## config.mk

```make
export PLATFORM = sky130hd
export DESIGN_NAME = dram_addr_seq
export DESIGN_NICKNAME = d
export VERILOG_FILES = /design/src/rtl/dram_seq_pkg.sv /design/src/rtl/dram_req_latch.sv /design/src/rtl/dram_seq_fsm.sv /design/src/rtl/dram_pin_drive.sv /design/src/rtl/dram_addr_seq.sv
export SDC_FILE = /design/constraint.sdc
export NUM_CORES = 1
export LEC_CHECK = 0
export CAP_MARGIN = 20
export CORE_ASPECT_RATIO = 1.2
export CORE_MARGIN = 2
export CORE_UTILIZATION = 50
export DETAILED_ROUTE_END_ITERATION = 16
export PLACE_DENSITY = 0.94
export SLEW_MARGIN = 20
export SYNTH_ARGS = -nofsm -noshare
export SYNTH_HDL_FRONTEND = slang
export SYNTH_SLANG_ARGS = --single-unit
```

## constraint.sdc

```tcl
create_clock -name clk -period 4.1 [get_ports clk]
set_input_delay 1.23 -clock clk [delete_from_list [all_inputs] [get_ports clk]]
set_output_delay 1.23 -clock clk [all_outputs]
set_load 0.03 [all_outputs]
```

## src/rtl/dram_seq_pkg.sv

```systemverilog
// Package dram_seq_pkg
// Holds the sequencer state encoding and the operation class of a captured request.
// Assumes the sequencer visits the states in declaration order, apart from the early
// exit taken by a row-only request.
package dram_seq_pkg;

    typedef enum logic [2:0] {
        SQ_IDLE    = 3'd0,
        SQ_ROW_SET = 3'd1,
        SQ_ROW_STB = 3'd2,
        SQ_COL_SET = 3'd3,
        SQ_COL_STB = 3'd4
    } seq_state_t;

    typedef enum logic [1:0] {
        OPK_READ     = 2'd0,
        OPK_WRITE    = 2'd1,
        OPK_ROW_ONLY = 2'd2
    } op_kind_t;

    // Classify the read/write flags; neither set is handled as a read.
    function automatic op_kind_t classify_op(input logic rd, input logic wr);
        op_kind_t k;
        if (rd && wr)
            k = OPK_ROW_ONLY;
        else if (wr)
            k = OPK_WRITE;
        else
            k = OPK_READ;
        return k;
    endfunction

endpackage

```

## src/rtl/dram_req_latch.sv

```systemverilog
// Module dram_req_latch
// Holds the row half, the column half and the operation class of the request
// accepted by the sequencer. It loads only on the load pulse and keeps its value
// otherwise. Assumes the load pulse comes only from the idle state.
module dram_req_latch
    import dram_seq_pkg::*;
#(
    parameter int ADDR_W = 16,
    localparam int HALF_W = ADDR_W / 2
) (
    input  logic              clk,
    input  logic              rst_n,
    input  logic              load,
    input  logic [ADDR_W-1:0] addr_in,
    input  logic              rd_in,
    input  logic              wr_in,
    output logic [HALF_W-1:0] row_q,
    output logic [HALF_W-1:0] col_q,
    output op_kind_t          op_q
);

    // Capture the request on load; clear on reset.
    always_ff @(posedge clk) begin
        if (!rst_n) begin
            row_q <= '0;
            col_q <= '0;
            op_q  <= OPK_READ;
        end else if (load) begin
            row_q <= addr_in[ADDR_W-1:HALF_W];
            col_q <= addr_in[HALF_W-1:0];
            op_q  <= classify_op(rd_in, wr_in);
        end
    end

endmodule

```

## src/rtl/dram_seq_fsm.sv

```systemverilog
// Module dram_seq_fsm
// Steps through the address and strobe phases of one access. It issues a load
// pulse when a request is accepted in idle and skips the column phases for a
// row-only request. Assumes op_kind is valid from the cycle after the load pulse.
module dram_seq_fsm
    import dram_seq_pkg::*;
(
    input  logic       clk,
    input  logic       rst_n,
    input  logic       start,
    input  op_kind_t   op_kind,
    output logic       load,
    output seq_state_t state
);

    seq_state_t nxt;

    // A request is taken only while idle.
    assign load = (state == SQ_IDLE) && start;

    // Select the next phase.
    always_comb begin
        nxt = state;
        unique case (state)
            SQ_IDLE:    nxt = start ? SQ_ROW_SET : SQ_IDLE;
            SQ_ROW_SET: nxt = SQ_ROW_STB;
            SQ_ROW_STB: nxt = (op_kind == OPK_ROW_ONLY) ? SQ_IDLE : SQ_COL_SET;
            SQ_COL_SET: nxt = SQ_COL_STB;
            SQ_COL_STB: nxt = SQ_IDLE;
            default:    nxt = SQ_IDLE;
        endcase
    end

    // State register with synchronous active-low reset.
    always_ff @(posedge clk) begin
        if (!rst_n)
            state <= SQ_IDLE;
        else
            state <= nxt;
    end

endmodule

```

## src/rtl/dram_pin_drive.sv

```systemverilog
// Module dram_pin_drive
// Maps the sequencer phase and the captured request onto the memory pins.
// Each output is assigned in every phase, so no storage is inferred. Assumes
// the state is a registered value.
module dram_pin_drive
    import dram_seq_pkg::*;
#(
    parameter int HALF_W = 8
) (
    input  seq_state_t        state,
    input  logic [HALF_W-1:0] row_q,
    input  logic [HALF_W-1:0] col_q,
    input  op_kind_t          op_q,
    output logic [HALF_W-1:0] addr_o,
    output logic              ras_o,
    output logic              cas_o,
    output logic              we_o
);

    logic col_phase;

    // True in both column cycles.
    assign col_phase = (state == SQ_COL_SET) || (state == SQ_COL_STB);

    // Drive the address bus and the strobes for the current phase.
    always_comb begin
        addr_o = '0;
        ras_o  = 1'b0;
        cas_o  = 1'b0;
        we_o   = 1'b0;
        unique case (state)
            SQ_IDLE: begin
                addr_o = '0;
            end
            SQ_ROW_SET: begin
                addr_o = row_q;
            end
            SQ_ROW_STB: begin
                addr_o = row_q;
                ras_o  = 1'b1;
            end
            SQ_COL_SET: begin
                addr_o = col_q;
                ras_o  = 1'b1;
            end
            SQ_COL_STB: begin
                addr_o = col_q;
                ras_o  = 1'b1;
                cas_o  = 1'b1;
            end
            default: begin
                addr_o = '0;
            end
        endcase
        we_o = col_phase && (op_q == OPK_WRITE);
    end

endmodule

```

## src/rtl/dram_addr_seq.sv

```systemverilog
// Module dram_addr_seq
// Top of the row/column address sequencer. It accepts one request while idle,
// then drives the row, the row strobe, the column, the column strobe and the
// write enable in turn. Assumes inputs are synchronous to clk.
module dram_addr_seq
    import dram_seq_pkg::*;
#(
    parameter int ADDR_W = 16,
    localparam int HALF_W = ADDR_W / 2
) (
    input  logic              clk,
    input  logic              rst_n,
    input  logic              en_i,
    input  logic [ADDR_W-1:0] addr_i,
    input  logic              rd_i,
    input  logic              wr_i,
    output logic [HALF_W-1:0] addr_o,
    output logic              ras_o,
    output logic              cas_o,
    output logic              we_o
);

    logic              load;
    seq_state_t        state;
    logic [HALF_W-1:0] row_q;
    logic [HALF_W-1:0] col_q;
    op_kind_t          op_q;

    dram_seq_fsm u_fsm (
        .clk     (clk),
        .rst_n   (rst_n),
        .start   (en_i),
        .op_kind (op_q),
        .load    (load),
        .state   (state)
    );

    dram_req_latch #(.ADDR_W(ADDR_W)) u_latch (
        .clk     (clk),
        .rst_n   (rst_n),
        .load    (load),
        .addr_in (addr_i),
        .rd_in   (rd_i),
        .wr_in   (wr_i),
        .row_q   (row_q),
        .col_q   (col_q),
        .op_q    (op_q)
    );

    dram_pin_drive #(.HALF_W(HALF_W)) u_drive (
        .state  (state),
        .row_q  (row_q),
        .col_q  (col_q),
        .op_q   (op_q),
        .addr_o (addr_o),
        .ras_o  (ras_o),
        .cas_o  (cas_o),
        .we_o   (we_o)
    );

endmodule

```

# Yosys cells after proc, flatten, opt, wreduce, memory -nomap -nowiden
# Index checks and enable logic that the tools add are counted.
# totals
regBits	21
in_bits	21
out_inout_bits	11
wordCells	26
# op_classes
eq_ne	6
muxes	8
n_reduce_logical	8
# ops
op	n
$pmux 8 s2	1
$pmux 3 s4	1
$eq 3x2->1 const B	2
$mux 1	4
$mux 2	2
$reduce_or 2->1	2
$eq 3x1->1 const B	1
$eq 3x3->1 const B	1
$logic_and 1x1->1	3
$logic_not 3->1	1
$reduce_or 3->1	1
$eq 2x1->1 const B	1
$eq 2x2->1 const B	1
$logic_or 1x1->1	1

# Longest topological paths before layout
# depth
word_depth	3
mapped_depth	5
depth_no_buf	3

# By module
# Synthesis repeated with hierarchy kept, for this count alone.
# hier_totals
cells_unflattened	119
area_unflattened_um2	1241.2
# modules_own_cells
mod	instances	cells_per_inst	area_per_inst_um2	seq_area_each_um2
dram_req_latch	1	60	689.4	360.3
dram_pin_drive	1	45	420.4	0.0
dram_seq_fsm	1	14	131.4	60.1

# Worst setup path before layout
# OpenSTA, ideal clock, no wires.
# synth_path
kind	register -> output
start	reg u_fsm.state[0]
end	out we_o
arrival_ns	1.845
required_ns	2.870
path_slack_ns	1.025
stages_incl_launch_ff	5
n_path_buf	1
path_cell_list	dfxtp_1 -> clkbuf_4 -> nor3b_4 -> a21o_1 -> nor3b_1
# synth_between
elab_chain_cells	3
elab_cells_between_ends	4
cone_classes	eq/ne (2); reduce/logical (2)
# synth_rtl
item	line	text
start, declared	dram_seq_fsm.sv:13	output seq_state_t state
start signal, assigned	dram_seq_fsm.sv:39	state <= nxt;
$eq 3x2->1 / $eq 3x3->1 (equally long branches)	dram_pin_drive.sv:23	assign col_phase = (state == SQ_COL_SET) || (state == SQ_COL_STB);
$logic_or 1x1->1 *	dram_pin_drive.sv:23	
$logic_and 1x1->1 *	dram_pin_drive.sv:55	we_o = col_phase && (op_q == OPK_WRITE);
end, declared	dram_addr_seq.sv:20	output logic we_o
# Every way passes the cells marked *; elsewhere a longest branch is shown, timed or not.

# Worst setup path after layout
# layout_path
start	reg u_fsm.state[0]
end	out addr_o[4]
# layout_between
elab_chain_cells	3
elab_cells_between_ends	7
cone_classes	eq/ne (4); mux (1); reduce/logical (2)
# layout_rtl
item	line	text
$eq 3x3->1, or another cell as far along	dram_pin_drive.sv:31	unique case (state)
$reduce_or 2->1 (no line)	--	
$pmux 8 s2 *	dram_pin_drive.sv:31	
end, declared	dram_addr_seq.sv:17	output logic [HALF_W-1:0] addr_o,
# Marked as above.

==> impl_metrics.csv <==
group,metric,value,unit
pwr,clock_power_share,23.5,%
grt,met3_usage,3.268,%
die,die-area,2579,sq um
status,status,"completed",
clock_network,cts_hold_buffers,0,
timing,whs,0.4706,ns
job,max-cap-violations,0,
synthesis,yosys.area_share.xor_xnor,0.8009,%
routing,drtIter0Drc,26,
grt,grtUsageMet2,34.52,%
synthesis,synth_simple_gate_area_share,25.74,%
timing,fin_ws,0.2368,ns
clock_network,htreeDepth,1,
clock_network,cts_setup_buffers,0,
timing,maxSlewViolCount,0,
grt,grt_pass1_wl,4243,um
pwr,leakagePower,0.4901,nW
synthesis,syn_area_per_cell,8.679,sq um
synthesis,yosysUniqueCellTypes,28,
finish,final_common_cell,"clkdlybuf4s50_1",
hold_path,min-delay-path-class,"reg2reg",
clock_network,clock_latency,0.31,ns
pwr,internal-power,302.0,uW
clock_network,cts.sinks,21,
synthesis,synth-seq-cells,21,
clock_network,ctsResizeCount,0,
placement,preCtsSetupSlack,0.6128,ns
synthesis,synthCells,126,
die,die_h,55.23,um
grt,grt-busiest-layer,"met2",
placement,gp_congestion,0.7692,
finish,layout_common_cells,"clkdlybuf4s50_1, nand2_1, dfxtp_1",
synthesis,synth_mux_area_share,0,%
placement,dp.cells,179,
synthesis,synth_compound_area_share,24.37,%
die,dieWidth,46.69,um
timing,period_share,94.23,%
synthesis,synth_area,1094,sq um
pwr,p_sw_share,30.65,%
routing,ant_nets,0,
timing,fmax,258.8,MHz
synthesis,yosysSeqAreaShare,38.44,%
synthesis,synth_area_leader_cell,"dfxtp_1",
timing,period_needed,3.863,ns
die,fp.coreArea,2072,sq um
synthesis,syn_nets,147,
die,rows,18,
worst_setup_path,cp.arrival,2.63,ns
die,start_util,52.78,%
timing,worstMarginPinSlew,0.7081,ns
pwr,powerDensity,314.1,nW/um^2
clock_network,clock_path_buffers,2,
routing,wl_per_cell,13.37,um
worst_setup_path,required,2.87,ns
worst_setup_path,path_class,"reg2out",
timing,skew,0.01388,ns
synthesis,synth_top_family_by_area,"simple AND/OR/NAND/NOR gates",
pwr,irDropWorstVdd,221.4,uV
placement,hpwl,1747,um
worst_setup_path,cp-start-kind,"flop",
grt,overflow,0,
worst_setup_path,crit_fanout,8,
timing,slew_headroom,52.64,%
clock_network,clk_pin_slew,0.13,ns
placement,io_buffer_count,31,
finish,layout-drive-gt1-share,15.03,%
grt,gr-usage-met1,28.31,%
synthesis,ys_warn_count,0,
routing,via_per_inst,5.437,
pwr,p_comb_share,22.9,%
routing,drc,0,
finish,insertedDiodeCount,0,
clock_network,cts-root-buf,"clkbuf_4",
finish,synthToLayoutAreaGrowth,26.77,%
finish,fin_nets,175,
grt,gr-usage-all-layers,22.13,%
timing,setup_viol,0,
finish,fin_cells,183,
worst_setup_path,end_kind,"primary output",
synthesis,synth.area.top_cells,"dfxtp_1, o21ai_2, nand2_1",
routing,routed_wl,2446,um
timing,fin_tns_setup,0,ns
synthesis,synth_top_cell_area_share,38.44,%
grt,grt_max_degree,39,
clock_network,cts_tree,"yes",
pwr,p_switching,133.5,uW
timing,hold_viol_final,0,
routing,via_count,995,
finish,nFillCells,184,
grt,grt_pass1_vias,971,
synthesis,synth_fa_ha_area_share,0,%
grt,antenna_found_initial,0,
routing,firstDrtPassIters,4,
timing,rsz0062_at_grt,"no",
pwr,power_frac_seq,53.6,%
clock_network,cts_buffers,3,
die,io_pins,32,
-- Yosys cell counts --
library cell	instances
nand2_1	27
dfxtp_1	21
nand3_1	14
o21ai_0	14
o21ai_2	12
a22oi_1	7
buf_6	6
inv_1	3
a21o_1	2
nand3_2	2
a211o_1	1
a21oi_1	1
a32o_1	1
and2_1	1
and3_1	1
buf_2	1
buf_4	1
clkbuf_1	1
clkbuf_4	1
clkbuf_8	1
nand3b_1	1
nand4_1	1
nand4b_1	1
nor3_1	1
nor3b_1	1
nor3b_4	1
nor4b_4	1
xor2_1	1
-- power by group through the flow --
stage	Combinational, mW	Clock [mW]	Sequential, mW
3_3_place_gp	0.0959	0	0.237
6_report	0.0997	0.102	0.234
2_1_floorplan	0.0743	0	0.230
3_5_place_dp	0.0994	0	0.238
5_1_grt	0.110	0.110	0.235
4_1_cts	0.100	0.103	0.233
-- per-stage QoR --
step	cell area, sq um	total power, mW	utilization, %
after CTS	1386	0.4364	66.91
after floorplan	1094	0.3047	-
after global placement	1359	0.3325	65.58
after global routing	1386	0.4558	66.91
final	1386	0.4355	66.91
after detailed placement	1359	0.3373	65.58
-- registers in the layout, summed over array words and instances, names as in the netlist --
| register | cells |
|---|---|
| u_latch.col_q | 8 |
| u_fsm.state | 3 |
| u_latch.row_q | 8 |
| u_latch.op_q | 2 |
-- path summary, 6_finish.rpt --
path	slack, ns	from	end	cells past startpoint
hold reg to reg	0.47	u_latch.row_q[7]	u_latch.row_q[7]	2
setup reg to reg	2.73	u_fsm.state[2]	u_latch.col_q[7]	4
setup / recovery	0.24	u_fsm.state[0]	addr_o[4]	4
hold / removal	0.47	u_latch.row_q[7]	u_latch.row_q[7]	2
-- cell type report --
cell class	instances	area [sq um]	area share [%]
multi-input cells	91	556.8	40.16
well taps	30	37.54	2.708
flip-flops and latches	21	420.4	30.32
clock buffers	3	22.52	1.625
repair buffers	34	332.8	24.01
clock inverters	1	5.005	0.3610
inverters	3	11.26	0.8123
-- metal layers --
metal / vias to the layer above / routed length, um
met5: - / 0
met4: 0 / 80
met3: 8 / 117
met2: 31 / 1226
met1: 458 / 1021
li1: 498 / -
-- logic make-up after synthesis --
family,count (synthesis)
simple gates,52
compound gates,38
flops,21
buf+inv,14
xor+xnor,1
-- critical path, stage by stage (launching register included) --
cell	delay, ns
dfxtp_1	0.56
xor2_1	0.61
a22oi_1	0.18
o21ai_0	0.23
clkdlybuf4s50_1	0.73
Note: power is estimated with default switching activity, not from simulation.
